===== config.mk =====
export PLATFORM = sky130hd
export DESIGN_NAME = tapdl_chain
export DESIGN_NICKNAME = d
export VERILOG_FILES = /design/src/rtl/tapdl_pkg.sv /design/src/rtl/tapdl_tap_mux.sv /design/src/rtl/tapdl_cell.sv /design/src/rtl/tapdl_out_stage.sv /design/src/rtl/tapdl_chain.sv
export SDC_FILE = /design/constraint.sdc
export NUM_CORES = 1
export LEC_CHECK = 0
export ABC_AREA = 1
export BUFFER_PORTS_ARGS = -buffer_cell sky130_fd_sc_hd__buf_4
export CAP_MARGIN = 25
export CORE_MARGIN = 2
export CORE_UTILIZATION = 52
export DETAILED_ROUTE_END_ITERATION = 10
export GPL_TIMING_DRIVEN = 0
export PLACE_DENSITY = 0.74
export SLEW_MARGIN = 40
export SYNTH_ARGS = -nofsm -noshare
export SYNTH_HDL_FRONTEND = slang
export SYNTH_SLANG_ARGS = --single-unit

===== constraint.sdc =====
create_clock -name clk -period 1.11 [get_ports clk]
set_input_delay 0.1665 -clock clk [delete_from_list [all_inputs] [get_ports clk]]
set_output_delay 0.1665 -clock clk [all_outputs]
set_load 0.01 [all_outputs]

===== src/rtl/tapdl_pkg.sv =====
`timescale 1ns/1ps
package tapdl_pkg;
    // Stages per cell; the select width is derived from it.
    localparam int unsigned CELL_DEPTH_DEF = 16;
    localparam int unsigned SEL_W_DEF      = $clog2(CELL_DEPTH_DEF);

    // How a non-final cell feeds the cell after it.
    typedef enum logic {
        LINK_TAP  = 1'b0,   // selected tap feeds the next cell
        LINK_FULL = 1'b1    // sixteenth stage feeds the next cell
    } link_mode_e;
endpackage


===== src/rtl/tapdl_tap_mux.sv =====
`timescale 1ns/1ps
// Read-side selector: picks one stage of a cell. DEPTH must be a power of two.
module tapdl_tap_mux #(
    parameter int unsigned DEPTH = 16,
    parameter int unsigned SEL_W = $clog2(DEPTH)
) (
    input  logic [DEPTH-1:0] bits,
    input  logic [SEL_W-1:0] sel,
    output logic             y
);
    always_comb begin
        y = bits[sel];
    end
endmodule


===== src/rtl/tapdl_cell.sv =====
`timescale 1ns/1ps
// One cell: DEPTH stages with no reset, a run-time tap and a fixed last-stage output.
module tapdl_cell #(
    parameter int unsigned     DEPTH     = 16,
    parameter int unsigned     SEL_W     = $clog2(DEPTH),
    parameter logic [DEPTH-1:0] INIT_BITS = '0
) (
    input  logic             clk,
    input  logic             shift_en,
    input  logic             ser_in,
    input  logic [SEL_W-1:0] sel,
    output logic             tap,
    output logic             last
);
    // stg[0] is the newest bit, stg[DEPTH-1] the oldest.
    logic [DEPTH-1:0] stg = INIT_BITS;

    always_ff @(posedge clk) begin
        if (shift_en) begin
            stg <= {stg[DEPTH-2:0], ser_in};
        end
    end

    tapdl_tap_mux #(
        .DEPTH (DEPTH),
        .SEL_W (SEL_W)
    ) u_mux (
        .bits (stg),
        .sel  (sel),
        .y    (tap)
    );

    assign last = stg[DEPTH-1];
endmodule


===== src/rtl/tapdl_out_stage.sv =====
`timescale 1ns/1ps
// Optional output flop; moves only on enabled edges, so it counts in shifts.
module tapdl_out_stage #(
    parameter bit REGISTERED = 1'b1
) (
    input  logic clk,
    input  logic rst_n,
    input  logic shift_en,
    input  logic d,
    output logic q
);
    generate
        if (REGISTERED) begin : g_flop
            logic q_r;
            always_ff @(posedge clk) begin
                if (!rst_n) begin
                    q_r <= 1'b0;
                end else if (shift_en) begin
                    q_r <= d;
                end
            end
            assign q = q_r;
        end else begin : g_pass
            logic unused_pins;
            assign unused_pins = &{1'b0, clk, rst_n, shift_en};
            assign q = d;
        end
    endgenerate
endmodule


===== src/rtl/tapdl_chain.sv =====
`timescale 1ns/1ps
// Chain of addressable tap cells with optional output flop.
module tapdl_chain
    import tapdl_pkg::*;
#(
    parameter int unsigned          NUM_CELLS  = 3,
    parameter int unsigned          CELL_DEPTH = CELL_DEPTH_DEF,
    parameter int unsigned          SEL_W      = $clog2(CELL_DEPTH),
    parameter logic [CELL_DEPTH-1:0] INIT_BITS = '0,
    parameter bit                   OUT_REG    = 1'b1,
    parameter link_mode_e           LINK_MODE  = LINK_TAP
) (
    input  logic                       clk,
    input  logic                       rst_n,
    input  logic                       shift_en,
    input  logic                       din,
    input  logic [NUM_CELLS*SEL_W-1:0] tap_sel,
    output logic                       tap_out,
    output logic                       tap_out_q,
    output logic                       cascade_out
);
    localparam int unsigned SEL_BUS_W = NUM_CELLS * SEL_W;
    localparam bit          USE_LAST  = (LINK_MODE == LINK_FULL);

    logic [NUM_CELLS-1:0] link_in;
    logic [NUM_CELLS-1:0] cell_tap;
    logic [NUM_CELLS-1:0] cell_last;
    logic [SEL_BUS_W-1:0] sel_bus;

    assign sel_bus    = tap_sel;
    assign link_in[0] = din;

    generate
        for (genvar c = 0; c < NUM_CELLS; c++) begin : g_cell
            tapdl_cell #(
                .DEPTH     (CELL_DEPTH),
                .SEL_W     (SEL_W),
                .INIT_BITS (INIT_BITS)
            ) u_cell (
                .clk      (clk),
                .shift_en (shift_en),
                .ser_in   (link_in[c]),
                .sel      (sel_bus[c*SEL_W +: SEL_W]),
                .tap      (cell_tap[c]),
                .last     (cell_last[c])
            );
            if (c < NUM_CELLS - 1) begin : g_link
                assign link_in[c+1] = USE_LAST ? cell_last[c] : cell_tap[c];
            end
        end
    endgenerate

    assign tap_out     = cell_tap[NUM_CELLS-1];
    assign cascade_out = cell_last[NUM_CELLS-1];

    tapdl_out_stage #(
        .REGISTERED (OUT_REG)
    ) u_out (
        .clk      (clk),
        .rst_n    (rst_n),
        .shift_en (shift_en),
        .d        (tap_out),
        .q        (tap_out_q)
    );
endmodule


# Yosys cells after proc, flatten, opt, wreduce, memory -nomap -nowiden
# Cells that the tools add are included.
totals:
  reg_bits: 49
  in_bits: 16
  out_inout_bits: 3
  elab_cells: 13
op_classes:
  order_cmp: 3
  mux: 6
op_table:
  columns: ["op", "n"]
  rows:
  - ["less-than comparator 4 x 5 -> 1 bit, second input constant", 3]
  - ["binary-select mux 1 bit (select 4 bit)", 3]
  - ["2-to-1 mux 1 bit", 3]

# Longest topological paths before layout
logic_depth:
  depth_word: 2
  depth_mapped: 10
  ltp_nobuf: 9

# Cells and area by module
# From an unflattened synthesis, not the netlist that was laid out.
hier_totals:
  hier_cells: 204
  area_unflattened_um2: 2173.3
modules_own_cells:
  columns: ["module", "n_inst", "cells_each", "area_per_inst_um2", "seq_area_each_um2"]
  rows:
  - ["tapdl_cell", 3, 16, 480.5, 480.5]
  - ["tapdl_tap_mux", 3, 50, 230.2, 0.0]
  - ["tapdl_out_stage", 1, 6, 41.3, 20.0]

# Least setup slack after synthesis
# No wires, ideal clock.
synth_path:
  path_kind: "reg-to-reg"
  from: "register g_cell[0].u_cell.stg[2]"
  to: "register g_cell[1].u_cell.stg[0] (data pin)"
  arrival_ns: 0.785
  t_required_ns: 0.853
  path_slack_ns: 0.068
  path_stages_with_launch: 5
  path_cell_list: "edfxtp_1 -> o211ai_2 -> nand2_1 -> o211ai_1 -> nand2_1"
synth_via:
  elab_chain_cells: 2
synth_rtl:
  columns: ["element", "line", "source"]
  rows:
  - ["start: declaration", "tapdl_cell.sv:16", "logic [DEPTH-1:0] stg = INIT_BITS;"]
  - ["start signal: assignment", "tapdl_cell.sv:20", "stg <= {stg[DEPTH-2:0], ser_in};"]
  - ["binary-select mux 1 bit (select 4 bit)", "tapdl_tap_mux.sv:12", "y = bits[sel];"]
  - ["2-to-1 mux 1 bit (not written as such)", "tapdl_tap_mux.sv:12", null]
  - ["via g_cell[0].u_cell.tap", "tapdl_cell.sv:12", "output logic tap,"]
  - ["end signal: assignment", "tapdl_cell.sv:20", null]
  - ["end: declaration", "tapdl_cell.sv:16", null]
# The timed path passes the listed nets, and every way through them passes these cells. The select of a mux whose other input is x is not followed.
# A chain may end at the register's enable or synchronous reset.

# Worst setup path in the final report
layout_path:
  from: "register g_cell[2].u_cell.stg[9]"
  to: "output port tap_out"
layout_via:
  elab_chain_cells: 2
layout_rtl:
  columns: ["element", "line", "source"]
  rows:
  - ["start: declaration", "tapdl_cell.sv:16", null]
  - ["start signal: assignment", "tapdl_cell.sv:20", null]
  - ["binary-select mux 1 bit (select 4 bit)", "tapdl_tap_mux.sv:12", null]
  - ["2-to-1 mux 1 bit (not written as such)", "tapdl_tap_mux.sv:12", null]
  - ["end: declaration", "tapdl_chain.sv:18", "output logic tap_out,"]
# No other way between the ends. The select of a mux whose other input is x is not followed.

==> impl_metrics.prom <==
# TYPE chip_impl_metric gauge
chip_impl_info{name="outcome",value="finished with violations"} 1
chip_impl_info{name="violated_checks",value="setup timing"} 1
chip_impl_metric{name="cts.clk_slew.worst_paths",unit="ns"} 0.08
chip_impl_metric{name="ys_seq_elements",unit=""} 49
chip_impl_metric{name="hold_violations",unit=""} 0
chip_impl_metric{name="synthesis.instances",unit=""} 171
chip_impl_metric{name="fmax",unit="MHz"} 690
chip_impl_metric{name="ioPinCount",unit=""} 19
chip_impl_metric{name="drt_wl_total",unit="um"} 3370
chip_impl_metric{name="timing.max_slew.rel_slack",unit=""} 0.594
chip_impl_metric{name="power_per_cell_area",unit="nW/um2"} 1520
chip_impl_info{name="cts-root-buf",value="sky130_fd_sc_hd__clkbuf_8"} 1
chip_impl_metric{name="gr-total-overflow",unit=""} 0
chip_impl_info{name="synthMostInstantiatedCell",value="sky130_fd_sc_hd__edfxtp_1"} 1
chip_impl_metric{name="area_growth_syn_to_layout",unit="%"} 20.4
chip_impl_metric{name="floorplan.initialDensity",unit=""} 0.531
chip_impl_metric{name="drive_gt1_frac",unit=""} 0.298
chip_impl_metric{name="detailedRoute.firstIterationViolations",unit=""} 85
chip_impl_metric{name="antenna_cells",unit=""} 0
chip_impl_info{name="regToRegStartpoint",value="g_cell[2].u_cell.stg[5]"} 1
chip_impl_info{name="timing_startpoint_of_the_critical_path",value="g_cell[2].u_cell.stg[9]"} 1
chip_impl_info{name="setup.worst_path.class",value="reg -> out"} 1
chip_impl_metric{name="post_layout_worst_setup_margin",unit="ns"} -0.339
chip_impl_metric{name="final_core_util",unit=""} 0.639
chip_impl_info{name="synth_largest_area_cell",value="sky130_fd_sc_hd__edfxtp_1"} 1
chip_impl_info{name="end_kind",value="output pin"} 1
chip_impl_metric{name="io_buffer_count",unit=""} 13
chip_impl_metric{name="clock_insertion_delay_worst_skew",unit="ns"} 0.30
chip_impl_metric{name="routed_via_density",unit=""} 4.98
chip_impl_metric{name="floorplan.die_area",unit="um2"} 4550
chip_impl_info{name="synth_area_leaders",value="sky130_fd_sc_hd__edfxtp_1, sky130_fd_sc_hd__nand2_1, sky130_fd_sc_hd__inv_1"} 1
chip_impl_metric{name="power_leakage",unit="nW"} 1.07
chip_impl_metric{name="max-vdd-ir-drop",unit="V"} 0.00102
chip_impl_metric{name="core_box_area",unit="um2"} 3940
chip_impl_metric{name="gp_congestion",unit=""} 0.779
chip_impl_metric{name="fin_crit",unit="ns"} 1.45
chip_impl_metric{name="ant_nets",unit=""} 0
chip_impl_metric{name="worst_pin_slew",unit="ns"} 0.609
chip_impl_metric{name="grt_start_max_net_pins",unit=""} 51
chip_impl_metric{name="dpl.hpwl",unit="um"} 2110
chip_impl_metric{name="pre_cts_ws",unit="ns"} -0.0274
chip_impl_metric{name="antenna_found_initial",unit=""} 0
chip_impl_metric{name="first_global_vias",unit=""} 1196
chip_impl_metric{name="biggest_cell_delay_along_the_critical_path",unit="ns"} 0.41
chip_impl_metric{name="route.detailed.drc",unit=""} 0
chip_impl_metric{name="nFillCells",unit=""} 304
chip_impl_info{name="cp_common_cell",value="sky130_fd_sc_hd__nand2_1"} 1
chip_impl_metric{name="finClkSkew",unit="ns"} 0.00583
chip_impl_info{name="most_instantiated_flip_flop_cell_in_the_synthesis_netlist",value="sky130_fd_sc_hd__edfxtp_1"} 1
chip_impl_metric{name="maxCapViolCount",unit=""} 0
chip_impl_metric{name="synthDistinctLibCells",unit=""} 16
chip_impl_metric{name="chipHeight",unit="um"} 67.4
chip_impl_metric{name="clkSinkCount",unit=""} 49
chip_impl_metric{name="ctsLongestPathBuffers",unit=""} 2
chip_impl_metric{name="core.rowCount",unit=""} 23
chip_impl_metric{name="worstPathBufferInverterCount",unit=""} 1
chip_impl_metric{name="ctsHtreeMaxLevel",unit=""} 2
chip_impl_metric{name="ys_async_sr_fraction",unit=""} 0
chip_impl_metric{name="setup-violations-final",unit=""} 4
chip_impl_metric{name="slew_violations",unit=""} 0
chip_impl_metric{name="design.final.nets",unit=""} 220
chip_impl_metric{name="critPathArrivalTime",unit="ns"} 1.28
chip_impl_metric{name="cp_max_fo",unit=""} 2
chip_impl_metric{name="required",unit="ns"} 0.94
chip_impl_metric{name="dr.pass1.iters",unit=""} 4
chip_impl_info{name="hp-class",value="in -> reg"} 1
chip_impl_metric{name="synth-seq-area-share",unit=""} 0.698
chip_impl_info{name="synth_commonest_cells",value="sky130_fd_sc_hd__edfxtp_1, sky130_fd_sc_hd__nand2_1, sky130_fd_sc_hd__inv_1"} 1
chip_impl_metric{name="wl_per_cell",unit="um"} 13.2
chip_impl_info{name="critPathLaunchType",value="flip-flop"} 1
chip_impl_info{name="cts_tree",value="yes"} 1
chip_impl_info{name="hold_path_startpoint",value="din"} 1
chip_impl_metric{name="final_min_period_over_clock_period",unit=""} 1.30
chip_impl_metric{name="num_vias",unit=""} 1270
chip_impl_metric{name="synth.top_cell.area_share",unit=""} 0.689
chip_impl_metric{name="die_w",unit="um"} 67.4
chip_impl_info{name="cell_chain_critical_path",value="nand2_1 > nand2_1 > nand2_1 > nand3_2 > nand3_2 > nand2_2 > buf_6"} 1
chip_impl_info{name="cp_top_delay_family",value="simple AND/OR/NAND/NOR gates"} 1
chip_impl_info{name="critical-path-slowest-cell",value="sky130_fd_sc_hd__edfxtp_1"} 1
chip_impl_metric{name="numCtsBuffers",unit=""} 5
chip_impl_metric{name="synth.yosys.warnings",unit=""} 0
chip_impl_metric{name="postSynthAreaPerCell",unit="um2"} 12.2
chip_impl_metric{name="count_of_flip_flops_with_a_built_in_enable_after_synthesis",unit=""} 48
chip_impl_metric{name="synthesis.area",unit="um2"} 2090
chip_impl_info{name="rsz_0062_raised_after_global_routing",value="yes"} 1
chip_impl_metric{name="grt_first_pass_wirelength",unit="um"} 5300
chip_impl_metric{name="synth_nets",unit=""} 187
chip_impl_metric{name="grtUsageTotal",unit=""} 0.161
placed cells by master, fill, tap and decap left out:
cell type	netlist	final
sky130_fd_sc_hd__inv_1	30	29
sky130_fd_sc_hd__clkinv_4	0	1
sky130_fd_sc_hd__dfxtp_1	1	1
sky130_fd_sc_hd__buf_8	2	2
sky130_fd_sc_hd__o21a_1	1	1
sky130_fd_sc_hd__buf_4	0	24
sky130_fd_sc_hd__inv_2	0	1
sky130_fd_sc_hd__clkbuf_8	0	5
sky130_fd_sc_hd__o211ai_1	6	6
sky130_fd_sc_hd__nand2_2	0	2
sky130_fd_sc_hd__inv_6	1	1
sky130_fd_sc_hd__o211ai_2	6	6
sky130_fd_sc_hd__buf_6	3	5
sky130_fd_sc_hd__a21oi_1	7	5
sky130_fd_sc_hd__o21ai_0	2	2
sky130_fd_sc_hd__buf_2	2	2
sky130_fd_sc_hd__o21ai_1	6	6
sky130_fd_sc_hd__a21oi_2	1	3
sky130_fd_sc_hd__bufinv_16	0	1
sky130_fd_sc_hd__nand3_1	15	8
sky130_fd_sc_hd__edfxtp_1	48	48
sky130_fd_sc_hd__nand2_1	40	38
sky130_fd_sc_hd__nand3_2	0	7
sky130_fd_sc_hd__clkinvlp_4	0	1
cells by family (layout without fill, tap and decap cells):
family          count (synthesis)  count (layout)  synth area share
compound gates                 29              29             0.101
buf+inv                        38              72            0.0932
simple gates                   55              55             0.108
flops                          49              49             0.698
layer usage:
metal | wire length (um) | up-vias | part of all wire | GRT usage
li1 | - | 649 | - | -
met1 | 1550 | 588 | 0.46 | 0.214
met2 | 1630 | 26 | 0.48 | 0.250
met3 | 128 | 7 | 0.038 | 0.0450
met4 | 55 | 0 | 0.016 | 0.0689
met5 | 0 | - | 0 | 0
power breakdown:
group	internal, W	switching (W)	leakage, nW
Sequential	0.00216	0.0000538	0.478
Clock	0.000674	0.000579	0.0543
Combinational	0.000175	0.000198	0.539
state kept, by name, indices dropped and copies added, names as in the netlist:
signal and cells:
g_cell.u_cell.stg 48, u_out.q 1
stage by stage:
step / instance area (um2) / total power [W] / TNS [ns] / std cells / hold slack, ns
2_1_floorplan: 2090 / 0.00242 / 0 / 171 / 0.265
3_3_place_gp: 2250 / 0.00254 / -0.00787 / 234 / 0.346
3_5_place_dp: 2250 / 0.00256 / -0.0459 / 234 / 0.350
4_1_cts: 2420 / 0.00384 / -0.579 / 249 / 0.0254
5_1_grt: 2520 / 0.00401 / -1.01 / 255 / 0.0238
6_report: 2520 / 0.00384 / -0.632 / 255 / 0.0410
repair_timing:
item                                   CTS  global route
gates resized for setup                  1            13
setup endpoints to repair                3             4
hold buffers                             0             0
pin swaps                                5             8
endpoints found under the hold margin    0             0
setup buffers                            7             7
final timing paths:
| path | to | slack (ns) | depth (start not counted) |
|---|---|---|---|
| worst max-delay path | tap_out | -0.34 | 7 |
| worst min-delay path | g_cell[0].u_cell.stg[0] | 0.04 | 1 |
| worst max register to register | u_out.q | -0.23 | 11 |
| worst min register to register | g_cell[1].u_cell.stg[4] | 0.45 | 0 |
final cells by class:
| class | count | area [um2] | share of cell area |
|---|---|---|---|
| flip-flops and latches | 49 | 1460 | 0.580 |
| multi-input cells | 84 | 484 | 0.192 |
| repair buffers | 26 | 203 | 0.0804 |
| inverters | 31 | 121 | 0.0481 |
| plain buffers | 7 | 73.8 | 0.0293 |
| clock buffers | 5 | 68.8 | 0.0273 |
| well taps | 50 | 62.6 | 0.0248 |
| clock inverters | 3 | 46.3 | 0.0184 |
worst register-to-register path: stages (launching register included):
cell                       delay (ns)
sky130_fd_sc_hd__edfxtp_1        0.40
sky130_fd_sc_hd__inv_1           0.07
sky130_fd_sc_hd__nand2_1         0.07
sky130_fd_sc_hd__nand3_2         0.09
sky130_fd_sc_hd__nand3_2         0.06
sky130_fd_sc_hd__nand3_2         0.09
sky130_fd_sc_hd__buf_4           0.11
sky130_fd_sc_hd__buf_6           0.07
sky130_fd_sc_hd__buf_4           0.09
sky130_fd_sc_hd__nand3_2         0.06
sky130_fd_sc_hd__nand2_1         0.09
sky130_fd_sc_hd__inv_1           0.04
(Power assumes the default switching activity.)
